===== src/rtl/ring_irq_pkg.sv =====
package ring_irq_pkg;

  // Number of W-bit words needed to hold a given number of bits.
  function automatic int words_for(input int bits, input int w);
    return (bits + w - 1) / w;
  endfunction

  // Which register group a request address falls into.
  typedef enum logic [1:0] {
    SEL_NONE,
    SEL_EN,
    SEL_ST,
    SEL_CNT
  } reg_sel_e;

endpackage


===== src/rtl/ring_irq_enables.sv =====
module ring_irq_enables #(
  parameter int RINGS = 12,
  parameter int W     = 32,
  parameter int N_EN  = 1
) (
  input  logic              clk,
  input  logic              rst_n,
  input  logic [N_EN-1:0]   wr_hit,
  input  logic [W-1:0]      wr_data,
  output logic [N_EN*W-1:0] en_o
);
  localparam int EN_BITS = 2 * RINGS;
  localparam int EN_PAD  = N_EN * W;

  // Only the first 2*RINGS bits get a flop; the padding above them is tied to 0.
  for (genvar b = 0; b < EN_PAD; b++) begin : g_bit
    if (b < EN_BITS) begin : g_live
      always_ff @(posedge clk) begin
        if (!rst_n)
          en_o[b] <= 1'b0;
        else if (wr_hit[b / W])
          en_o[b] <= wr_data[b % W];
      end
    end else begin : g_pad
      assign en_o[b] = 1'b0;
    end
  end
endmodule


===== src/rtl/ring_irq_status.sv =====
module ring_irq_status #(
  parameter int RINGS = 12,
  parameter int W     = 32,
  parameter int N_ST  = 2
) (
  input  logic              clk,
  input  logic              rst_n,
  input  logic [RINGS-1:0]  tx_evt,
  input  logic [RINGS-1:0]  rx_evt,
  input  logic [RINGS-1:0]  ovf_evt,
  input  logic [2*RINGS-1:0] en,
  input  logic [N_ST-1:0]   rd_hit,
  output logic [N_ST*W-1:0] stat_o
);
  localparam int ST_BITS = 3 * RINGS;
  localparam int ST_PAD  = N_ST * W;

  for (genvar b = 0; b < ST_PAD; b++) begin : g_bit
    if (b < ST_BITS) begin : g_live
      // Group 0 is transmit, 1 is receive, 2 is overflow; overflow shares the receive enable.
      localparam int GRP  = b / RINGS;
      localparam int RIDX = b % RINGS;
      logic set_b;
      if (GRP == 0) begin : g_tx
        assign set_b = tx_evt[RIDX] & en[RIDX];
      end else if (GRP == 1) begin : g_rx
        assign set_b = rx_evt[RIDX] & en[RINGS + RIDX];
      end else begin : g_ovf
        assign set_b = ovf_evt[RIDX] & en[RINGS + RIDX];
      end
      // The clear is applied before the new set, so an event in a read cycle survives.
      always_ff @(posedge clk) begin
        if (!rst_n)
          stat_o[b] <= 1'b0;
        else
          stat_o[b] <= (stat_o[b] & ~rd_hit[b / W]) | set_b;
      end
    end else begin : g_pad
      assign stat_o[b] = 1'b0;
    end
  end
endmodule


===== src/rtl/ring_irq_arm.sv =====
module ring_irq_arm #(
  parameter int N_ST = 2
) (
  input  logic            clk,
  input  logic            rst_n,
  input  logic            any_pending,
  input  logic [N_ST-1:0] rd_hit,
  output logic            irq_o,
  output logic            armed_o
);
  logic [N_ST-1:0] seen_q, seen_next;
  logic            fire, all_seen;

  always_comb begin
    fire      = armed_o & any_pending;
    seen_next = seen_q | rd_hit;
    all_seen  = &seen_next;
  end

  always_ff @(posedge clk) begin
    if (!rst_n) begin
      armed_o <= 1'b1;
      seen_q  <= '0;
      irq_o   <= 1'b0;
    end else begin
      irq_o <= fire;
      if (fire) begin
        armed_o <= 1'b0;
        seen_q  <= '0;
      end else if (!armed_o) begin
        if (all_seen) begin
          armed_o <= 1'b1;
          seen_q  <= '0;
        end else begin
          seen_q <= seen_next;
        end
      end
    end
  end
endmodule


===== src/rtl/ring_irq_ctrl.sv =====
module ring_irq_ctrl
  import ring_irq_pkg::*;
#(
  parameter int RINGS     = 12,
  parameter int W         = 32,
  parameter int ADDR_W    = 5,
  parameter int EN_BASE   = 0,
  parameter int ST_BASE   = 8,
  parameter int HCNT_ADDR = 16,
  parameter int HCNT_W    = 11
) (
  input  logic              clk,
  input  logic              rst_n,
  input  logic              req_valid,
  input  logic              req_write,
  input  logic [ADDR_W-1:0] req_addr,
  input  logic [W-1:0]      req_wdata,
  output logic              rsp_valid,
  output logic [W-1:0]      rsp_rdata,
  input  logic [RINGS-1:0]  tx_done_evt,
  input  logic [RINGS-1:0]  rx_done_evt,
  input  logic [RINGS-1:0]  rx_ovf_evt,
  output logic              irq_pulse
);
  localparam int N_EN   = words_for(2 * RINGS, W);
  localparam int N_ST   = words_for(3 * RINGS, W);
  localparam int EN_PAD = N_EN * W;
  localparam int ST_PAD = N_ST * W;
  localparam logic [HCNT_W-1:0] HCNT_VAL = HCNT_W'(RINGS);

  logic              rd_req, wr_req;
  logic [N_EN-1:0]   en_sel, en_wr_hit;
  logic [N_ST-1:0]   st_sel, rd_hit;
  logic              cnt_sel;
  reg_sel_e          sel;
  logic [EN_PAD-1:0] en_words;
  logic [2*RINGS-1:0] en_bits;
  logic [ST_PAD-1:0] stat_bits;
  logic [W-1:0]      rd_word;
  logic              armed;

  assign rd_req  = req_valid & ~req_write;
  assign wr_req  = req_valid & req_write;
  assign cnt_sel = (req_addr == ADDR_W'(HCNT_ADDR));
  assign en_bits = en_words[2*RINGS-1:0];

  for (genvar i = 0; i < N_EN; i++) begin : g_en_dec
    assign en_sel[i]    = (req_addr == ADDR_W'(EN_BASE + i));
    assign en_wr_hit[i] = wr_req & en_sel[i];
  end

  for (genvar i = 0; i < N_ST; i++) begin : g_st_dec
    assign st_sel[i] = (req_addr == ADDR_W'(ST_BASE + i));
    assign rd_hit[i] = rd_req & st_sel[i];
  end

  always_comb begin
    sel = SEL_NONE;
    if (|en_sel)      sel = SEL_EN;
    else if (|st_sel) sel = SEL_ST;
    else if (cnt_sel) sel = SEL_CNT;
  end

  always_comb begin
    rd_word = '0;
    case (sel)
      SEL_EN:
        for (int i = 0; i < N_EN; i++)
          if (en_sel[i]) rd_word = en_words[i*W +: W];
      SEL_ST:
        for (int i = 0; i < N_ST; i++)
          if (st_sel[i]) rd_word = stat_bits[i*W +: W];
      SEL_CNT: rd_word = W'(HCNT_VAL);
      default: rd_word = '0;
    endcase
  end

  always_ff @(posedge clk) begin
    if (!rst_n) begin
      rsp_valid <= 1'b0;
      rsp_rdata <= '0;
    end else begin
      rsp_valid <= rd_req;
      if (rd_req) rsp_rdata <= rd_word;
    end
  end

  ring_irq_enables #(.RINGS(RINGS), .W(W), .N_EN(N_EN)) u_en (
    .clk     (clk),
    .rst_n   (rst_n),
    .wr_hit  (en_wr_hit),
    .wr_data (req_wdata),
    .en_o    (en_words)
  );

  ring_irq_status #(.RINGS(RINGS), .W(W), .N_ST(N_ST)) u_st (
    .clk     (clk),
    .rst_n   (rst_n),
    .tx_evt  (tx_done_evt),
    .rx_evt  (rx_done_evt),
    .ovf_evt (rx_ovf_evt),
    .en      (en_bits),
    .rd_hit  (rd_hit),
    .stat_o  (stat_bits)
  );

  ring_irq_arm #(.N_ST(N_ST)) u_arm (
    .clk         (clk),
    .rst_n       (rst_n),
    .any_pending (|stat_bits),
    .rd_hit      (rd_hit),
    .irq_o       (irq_pulse),
    .armed_o     (armed)
  );
endmodule


===== config.mk =====
export PLATFORM = sky130hd
export DESIGN_NAME = ring_irq_ctrl
export DESIGN_NICKNAME = d
export VERILOG_FILES = /design/src/rtl/ring_irq_pkg.sv /design/src/rtl/ring_irq_enables.sv /design/src/rtl/ring_irq_status.sv /design/src/rtl/ring_irq_arm.sv /design/src/rtl/ring_irq_ctrl.sv
export SDC_FILE = /design/constraint.sdc
export NUM_CORES = 1
export LEC_CHECK = 0
export BUFFER_PORTS_ARGS = -buffer_cell sky130_fd_sc_hd__buf_4
export CORE_MARGIN = 3
export CORE_UTILIZATION = 28
export DETAILED_ROUTE_END_ITERATION = 6
export GPL_ROUTABILITY_DRIVEN = 0
export PLACE_DENSITY_LB_ADDON = 0.25
export SYNTH_ARGS = -nofsm -noshare
export SYNTH_HDL_FRONTEND = slang
export SYNTH_SLANG_ARGS = --single-unit

===== constraint.sdc =====
create_clock -name clk -period 1.5 [get_ports clk]
set_clock_uncertainty 0.15 [all_clocks]
set_input_delay 0.15 -clock clk [delete_from_list [all_inputs] [get_ports clk]]
set_output_delay 0.15 -clock clk [all_outputs]
set_load 0.01 [all_outputs]

==> results.md, run 1 <==
Die:
- The top-level I/O count is 111.
- The floorplan die width is 122 µm.
- The area of the die is 14800 µm².
- The placeable core area is 12800 µm².
- The vertical die dimension is 122 µm.
- The starting utilization of the core area is 0.292.
- The initialized floorplan defines 41 standard-cell rows.

Route:
- The total DRC errors in the routed layout is 0.
- After detailed routing, the total wire length is 12.2 mm.
- The number of design-rule violations left by the first detailed-router iteration is 183.
- Using the TritonRoute via totals, the vias-per-cell ratio works out to 4.71.
- The number of iterations in the first detailed-routing pass is 4.
- The number of vias after detailed routing is 3724.
- After detailed routing, the average wire length per cell comes to 15.5 µm.
- In this run the remaining antenna-violating nets after routing total 0.

Timing:
- At the pin with the least slew margin, the transition time is 0.261 ns.
- The final number of hold-violating endpoints is 1.
- Setup repair after global routing could not meet its margin everywhere.
- Of the available clock period, the critical path in the final layout requires 1.01.
- Setup violations remaining at the end of the flow were counted as 1.
- Hold timing on the final database bottoms out at a slack of -0.0147 ns.
- The clock period minus final worst setup slack is 1.51 ns.
- The final number of max-transition violations came to 0.
- Measured against its own limit, the worst slew margin works out to 0.821.
- Once routing completed, OpenROAD measured the worst setup slack at -0.0110 ns.
- For this run, the top clock speed supported by timing is 0.662 GHz.

Layout:
- Of the cells placed in the final design, the portion with a size suffix greater than 1 is 0.334.
- The area added between synthesis and finish is 61.8%.
- Counting the fill cells in the layout gives 1256.
- The final cell count without fillers is 791.
- The summed area of non-filler cells in the final layout is 6060 µm².
- The number of nets in the layout is 691.
- Leaving out fill and tap cells, the most frequent cell in the layout is sky130_fd_sc_hd__buf_4.
- Leaving out fill and tap cells, the most frequent cells in the layout are sky130_fd_sc_hd__buf_4, sky130_fd_sc_hd__dfxtp_1, sky130_fd_sc_hd__nand2_1.
- The repair_antennas step left the layout with diodes totalling 0.

Logic synthesis:
- The synthesized design contains 97 register bits.
- The Yosys step of the flow raised 0 warnings.
- The synthesized netlist cell count is 419.
- Among all flip-flop cells after synthesis, the most frequent one is sky130_fd_sc_hd__dfxtp_1.
- The sequential-to-total area share from yosys stat is 0.519.
- The total nets after synthesis is 496.
- The number of distinct library cell variants in the gate-level netlist after synthesis is 40.
- The mapped cell area is 3740 µm².
- After synthesis, the mean cell area works out to 8.94 µm².
- The async set or reset register ratio after synthesis is 0.
- The count of flip-flops with a built-in enable after synthesis is 0.

CTS:
- Clock-pin slew was measured on the worst setup and hold paths at 0.07 ns.
- The count of H-tree levels built during CTS is 3.
- The sink count of the clock tree is 97.
- The number of buffers inserted during clock tree synthesis is 9.
- TritonCTS built the clock tree.
- The clock tree root driver cell is sky130_fd_sc_hd__clkbuf_16.
- The later pin in the worst-skew pair is clocked with a latency of 0.35 ns.
- The clock passes through at most 2 buffers.

Worst setup path:
- The sort of element at the end of the critical path is a flop.
- The critical path in this run is classified as reg -> reg.
- The endpoint identified for the worst register-to-register timing path is u_arm.seen_q[1]$_SDFFE_PP0N_.
- The worst register-to-register path begins at u_st.stat_o[35]$_SDFF_PN0_.
- For flop-to-flop paths, the worst setup slack is -0.01 ns.
- The critical path's largest stage delay is 0.34 ns.
- The number of cells on the worst reg-to-reg path is 5.
- At the worst endpoint, the required time is 1.64 ns.
- Together, buffers and inverters on the worst path number 1.
- On the critical path, the stage with the largest delay is an instance of sky130_fd_sc_hd__dfxtp_2.
- The arrival time at the worst endpoint is 1.65 ns.
- The signal on the critical path passes through nor4_4 -> nand3_2 -> o31ai_2 -> buf_4 -> and3_1.
- The startpoint type of the worst setup path is a flop.
- The largest fanout on the critical path is 4.
- The cell family contributing the most delay on the critical path is simple AND/OR/NAND/NOR gates.

Placed design:
- The cell area reported after detailed placement is 5020 µm².
- Port buffering added 102 buffers.
- The number of placed instances, taps included, is 712.
- After legalization and detailed placement, the total HPWL measured 8.66 mm.

Pwr:
- The maximum vdd ir drop is 0.501 mV.
- The power per unit of standard cell area is 881 nW/µm².
- Of the total power, the share spent switching nets is 0.237.
- The combinational cell fraction of total power is 0.088.
- The overall power consumption is 5340 µW.
- The power share of the clock group is 0.426.
- The analysis attributes to cell leakage a power of 0.00238 µW.
- The analysis attributes to net switching a power of 1260 µW.
- The sequential share of power is 0.486.
- The internal power of the cells totals 4080 µW.

Hold path:
- The tightest min-delay check is of the in -> reg type.
- The destination of the worst hold path is rsp_valid$_SDFF_PN0_.
- The launch instance of the worst min-delay path is req_write.
- The number of stages on the worst hold path is 3.

GRT:
- The number of global-route vias before repair is 3739.
- The first-pass GRT wire length is 19.4 mm.
- Entering global routing, the biggest net connects 34 pins.
- The number of antenna violations at the first check in global routing was 0.
- Across every metal layer, demand over resource in global routing totals 0.168.
- After global routing the overflow that remains totals 0.

Status:
- The run finished, with violations left.
- The checks that failed: hold timing, setup timing.

Job:
- The number of max-cap violations is 0.
-- power groups by stage --
stage	registers (µW)	logic, µW	clock network, µW
after floorplan	2650	106	0
after CTS	2590	466	2320
after detailed placement	2650	333	0
after global placement	2650	332	0
final	2590	471	2270
after global routing	2590	505	2440
-- worst max-delay path by stage --
stage / startpoint / end / slack [ns] / cells after the start
2_1_floorplan: req_addr[0] / u_en.en_o[10]$_SDFFE_PN0P_ / 0.004 / 7
3_3_place_gp: req_addr[4] / u_st.stat_o[3]$_SDFF_PN0_ / -0.09 / 6
3_5_place_dp: req_addr[4] / u_arm.seen_q[0]$_SDFFE_PP0N_ / -0.12 / 6
4_1_cts: u_st.stat_o[6]$_SDFF_PN0_ / u_arm.seen_q[1]$_SDFFE_PP0N_ / -0.04 / 5
5_1_grt: u_st.stat_o[6]$_SDFF_PN0_ / u_arm.seen_q[1]$_SDFFE_PP0N_ / -0.11 / 5
6_report: u_st.stat_o[35]$_SDFF_PN0_ / u_arm.seen_q[1]$_SDFFE_PP0N_ / -0.01 / 5
-- Yosys cell counts (2+ instances only) --
master                      count  share of area
sky130_fd_sc_hd__a2bb2oi_1      2         0.0047
sky130_fd_sc_hd__nand3_1        5         0.0067
sky130_fd_sc_hd__a21oi_2        8          0.019
sky130_fd_sc_hd__nor3_1         2         0.0027
sky130_fd_sc_hd__nand2_1       79          0.079
sky130_fd_sc_hd__and3_1         2         0.0033
sky130_fd_sc_hd__nand4_1        2         0.0033
sky130_fd_sc_hd__nor2_1        44          0.044
sky130_fd_sc_hd__mux2_2         2         0.0060
sky130_fd_sc_hd__a21oi_1       25          0.033
sky130_fd_sc_hd__nor4_1         9          0.015
sky130_fd_sc_hd__buf_2          7         0.0094
sky130_fd_sc_hd__a32oi_1        4         0.0094
sky130_fd_sc_hd__clkbuf_1      19          0.019
sky130_fd_sc_hd__a22oi_1       56           0.11
sky130_fd_sc_hd__o2bb2ai_1      2         0.0047
sky130_fd_sc_hd__nand3_2        8          0.021
sky130_fd_sc_hd__inv_1          3         0.0030
sky130_fd_sc_hd__nor2b_1        2         0.0033
sky130_fd_sc_hd__o21ai_1       19          0.025
sky130_fd_sc_hd__buf_6          2         0.0060
sky130_fd_sc_hd__dfxtp_1       97           0.52
sky130_fd_sc_hd__o21ai_0        3         0.0040
-- flip-flops by register name, summed over array words and instances (netlist names) --
name           count
u_en.en_o         24
rsp_valid          1
rsp_rdata         32
u_arm.armed_o      1
u_arm.irq_o        1
u_arm.seen_q       2
u_st.stat_o       36
-- stage by stage --
step	hold slack, ns	setup TNS, ns	setup slack (ns)	utilization
floorplan	0.136	0	0.00377	-
CTS	-0.0271	-0.0795	-0.0390	0.469
detailed placement	0.255	-4.35	-0.116	0.391
finish	-0.0147	-0.0110	-0.0110	0.473
global placement	0.252	-3.27	-0.0854	0.391
global route	0.00544	-0.281	-0.107	0.473
-- worst reg2reg max path: cells and delay by family, from the launching register on --
family                 cells  cell delay, ns
DFF                        1            0.34
AOI/OAI and AO/OA          1            0.25
buffers and inverters      1            0.15
and+or+nand+nor            3            0.57
-- logic make-up after synthesis --
| family | after synthesis | share of synthesized area |
|---|---|---|
| simple gates | 160 | 0.201 |
| compound gates | 127 | 0.231 |
| flops | 97 | 0.519 |
| buf+inv | 32 | 0.0414 |
| mux | 3 | 0.00869 |
-- cell type report --
type,instances,area [µm²],share of cell area
Sequential cell,97,1950,0.322
Timing Repair Buffer,213,1830,0.302
Multi-Input combinational cell,290,1760,0.290
Clock buffer,10,239,0.0394
Tap cell,172,215,0.0355
Clock inverter,6,55.1,0.00908
Inverter,3,11.3,0.00186
-- timing repair --
item,4_1_cts,5_1_grt
endpoints found under the hold margin,64,0
setup endpoints to repair,4,42
pin swaps,6,7
hold buffers,62,0
buffers inserted,1,0
resized for setup,14,13
-- layer usage --
| layer | global-route usage | vias up | wire (µm) | part of all wire |
|---|---|---|---|---|
| met5 | 0 | - | 0 | 0 |
| met4 | 0.0462 | 0 | 136 | 0.011 |
| met3 | 0.0306 | 12 | 613 | 0.050 |
| met2 | 0.288 | 112 | 6020 | 0.49 |
| met1 | 0.217 | 1718 | 5460 | 0.45 |
| li1 | - | 1882 | - | - |
(Power assumes the default switching activity.)
==> inputs of run 2 (changes only) <==
--- a/config.mk
+++ b/config.mk
@@ -11,6 +11,7 @@
 export DETAILED_ROUTE_END_ITERATION = 6
 export GPL_ROUTABILITY_DRIVEN = 0
 export PLACE_DENSITY_LB_ADDON = 0.25
+export RECOVER_POWER = 50
 export SYNTH_ARGS = -nofsm -noshare
 export SYNTH_HDL_FRONTEND = slang
 export SYNTH_SLANG_ARGS = --single-unit
==> run 2 against run 1 <==
Net effect: the flow still finishes with violations (hold timing, setup timing); first-iteration DRC count is the same; power is 0.10% lower; wire length barely moved; die area unchanged; setup slack worse by 0.0019 ns.
==> results.md, run 2 (same netlist as run 1, synthesis figures left out) <==
Status:
- The flow ran to the end, but the final reports show violations.
- The final reports fail on hold timing, setup timing.

Timing:
- The final number of hold-violating endpoints is 1 (unchanged).
- The relative slew slack came to 0.742 (-0.0792).
- The minimum setup slack in the final design is -0.0129 ns (-0.00192 ns).
- The final number of max-transition violations is 0 (unchanged).
- The actual slew at the worst max-slew pin is 0.384 ns (+0.123 ns).
- The peak clock frequency supported by timing was 0.661 GHz (-0.13%).
- Setup repair after global routing could not meet its margin everywhere.
- The clock period minus final worst setup slack was 1.51 ns (+0.00192 ns).
- The total of endpoints with negative setup slack in the final report is 1 (unchanged).
- The minimum hold slack is -0.0132 ns (+0.00144 ns).
- The total negative slack for setup checks is -0.0129 ns (-0.00192 ns).
- The post-route fraction of the period consumed by the critical path is 1.01 (+0.00128).

CTS:
- The maximum buffer depth of the clock tree is 2 (unchanged).
- The number of buffers inserted during clock tree synthesis came to 9 (unchanged).
- The count of H-tree levels built during CTS is 3 (unchanged).
- The tree is rooted in a sky130_fd_sc_hd__clkbuf_16.
- The worst-skew pair later-pin latency is 0.35 ns (about the same).
- The clock tree from TritonCTS is built.
- The sink count of the clock tree is 97 (unchanged).
- The register clock-pin slew on the reported worst setup and hold paths came to 0.07 ns (about the same).

Worst setup path:
- In this run the critical register-to-register path is launched from u_st.stat_o[7]$_SDFF_PN0_.
- STA classifies the critical path endpoint as a flop.
- The critical path starts at u_st.stat_o[7]$_SDFF_PN0_.
- The worst setup path is launched from a flop.
- The largest fanout on the critical path is 4 (unchanged).
- Traced cell by cell, the critical path runs through nor4_4 -> nand3_2 -> o31ai_2 -> buf_4 -> and3_1.
- The arrival time at the worst endpoint is 1.65 ns (about the same).
- The critical path's largest stage delay is 0.34 ns (about the same).
- The endpoint required time on the critical path was 1.64 ns (about the same).
- The family of cells with the greatest summed delay on the critical path is simple AND/OR/NAND/NOR gates.
- The worst-case reg-to-reg path depth is 5 (unchanged).
- The critical path is of the reg -> reg type.
- The setup slack of the worst register-to-register path is -0.01 ns (about the same).
- The endpoint of the most critical register-to-register path is u_arm.seen_q[1]$_SDFFE_PP0N_.
- The buffers plus inverters on the worst setup path is 1 (unchanged).
- Among all stages on the critical path, the largest delay is contributed by sky130_fd_sc_hd__dfxtp_1.

Layout:
- The library cells used most frequently in the layout, excluding fill and tap cells, are sky130_fd_sc_hd__buf_4, sky130_fd_sc_hd__dfxtp_1, sky130_fd_sc_hd__nand2_1.
- Counting flops per register, the top entry is u_st.stat_o.
- The commonest non-fill, non-tap cell in the layout is sky130_fd_sc_hd__buf_4.
- The final design utilization is 0.460 (-0.0126).
- The final cell count without fillers is 791 (unchanged).
- The number of nets in the layout is 691 (unchanged).
- The flip-flop count of the largest register after layout was 36 (unchanged).
- The antenna diode count is 0 (unchanged).
- Relative to the synthesized area, the layout overhead comes to 57.5%.
- The largest registers in the layout are u_st.stat_o: 36 flops, rsp_rdata: 32 flops, u_en.en_o: 24 flops.
- The fraction of final layout cells with drive strength greater than 1 is 0.270 (-0.0646).

Placed design:
- The quantity of I/O buffers inserted on ports is 102 (unchanged).
- The HPWL after detailed placement came to 8.66 mm (unchanged).
- The placed instance count is 712 (unchanged).

Route:
- The number of iterations in the first detailed-routing pass came to 4 (unchanged).
- The total DRC errors in the routed layout came to 0 (unchanged).
- The post-detailed-routing wire length is 12.2 mm (about the same).
- The number of vias after detailed routing came to 3726 (+0.054%).
- The number of design-rule violations left by the first detailed-router iteration is 183 (unchanged).
- The final routed wire length divided by cell count is 15.5 µm (about the same).
- The number of vias per cell after detailed routing is 4.71 (about the same).
- The residual antenna-violating net count after detailed routing was 0 (unchanged).

Hold path:
- The startpoint identified for the worst hold timing path is req_write.
- The worst min-delay path class is in -> reg.
- The number of stages on the worst hold path is 3 (unchanged).
- The worst hold path terminates at rsp_valid$_SDFF_PN0_.

Job:
- The number of max-cap violations is 0 (unchanged).

Pwr:
- The leakage power is 0.00223 µW (-6.2%).
- The overall power consumption is 5330 µW (-0.10%).
- The power per unit of standard cell area came to 904 nW/µm² (+2.6%).
- The maximum vdd ir drop is 0.501 mV (-0.16%).

GRT:
- The pin count of the biggest net entering global routing is 34 (unchanged).
- The global routing usage summed across all routing layers came to 0.168 (unchanged).
- The overall overflow remaining after global route is 0 (unchanged).
- The number of global-route vias before repair is 3739 (unchanged).
- The number of antenna violations at the first check in global routing is 0 (unchanged).
- The first-pass GRT wire length is 19.4 mm (unchanged).

Die:
- The number of placement rows was 41 (unchanged).
- The vertical die dimension is 122 µm (unchanged).
- The floorplan die width is 122 µm (unchanged).
- The area of the die is 14800 µm² (unchanged).
- The top-level I/O count is 111 (unchanged).
- The starting utilization of the core area is 0.292 (unchanged).
- The placeable core area is 12800 µm² (unchanged).
==> run 2: cell types whose count changed in the layout (fill, tap and decap cells not counted), sizes merged <==
cell / before / now
buf: 151 / 112
clkbuf: 10 / 49
==> run 2: layout make-up <==
| type | count | area, µm² |
|---|---|---|
| inverter | 3 | 11.3 |
| sequential | 97 | 1950 |
| fill | 1298 | 6930 |
| clock inverter | 6 | 55.1 |
| clock buffer | 10 | 239 |
| tap | 172 | 215 |
| multi-input combinational | 290 | 1730 |
| timing repair buffer | 213 | 1700 |
==> run 2: per-layer routing <==
layer  GRT usage  share of wire  vias to the layer above
met5           0              0                        -
met4      0.0462          0.011                        0
met3      0.0306          0.044                       12
met2       0.288           0.49                      101
met1       0.217           0.45                     1732
li1            -              -                     1881
==> run 2: per-stage QoR <==
| stage | instance area [µm²] | setup slack [ns] |
|---|---|---|
| 2_1_floorplan | 3740 | 0.00377 |
| 3_3_place_gp | 5020 | -0.0854 |
| 3_5_place_dp | 5020 | -0.116 |
| 4_1_cts | 6010 | -0.0390 |
| 5_1_grt | 5900 | -0.107 |
| 6_report | 5900 | -0.0129 |
==> run 2: worst max-delay path by stage <==
stage	to	slack [ns]	depth (start not counted)
after floorplan	u_en.en_o[10]$_SDFFE_PN0P_	0.004	7
after global placement	u_st.stat_o[3]$_SDFF_PN0_	-0.09	6
after detailed placement	u_arm.seen_q[0]$_SDFFE_PP0N_	-0.12	6
after CTS	u_arm.seen_q[1]$_SDFFE_PP0N_	-0.04	5
after global routing	u_arm.seen_q[1]$_SDFFE_PP0N_	-0.11	5
final	u_arm.seen_q[1]$_SDFFE_PP0N_	-0.01	5
==> run 2: tightest hold or removal path: cells and delay by family <==
kind / cells / cell delay [ns]
buffers and inverters: 1 / 0.10
AND/OR/NAND/NOR: 2 / 0.19
==> run 2: what timing repair did <==
item	in CTS	in global routing
resized for setup	14	13
setup endpoints to repair	4	42
hold endpoints to repair	64	0
setup buffers	1	0
hold buffers	62	0
pin swaps	6	7
==> run 2: power by group <==
group	switching, µW	leakage (µW)	internal [µW]	total (µW)
registers	11.0	0.000785	2580	2590
logic	183	0.00130	280	463
clock network	1070	0.000146	1210	2280
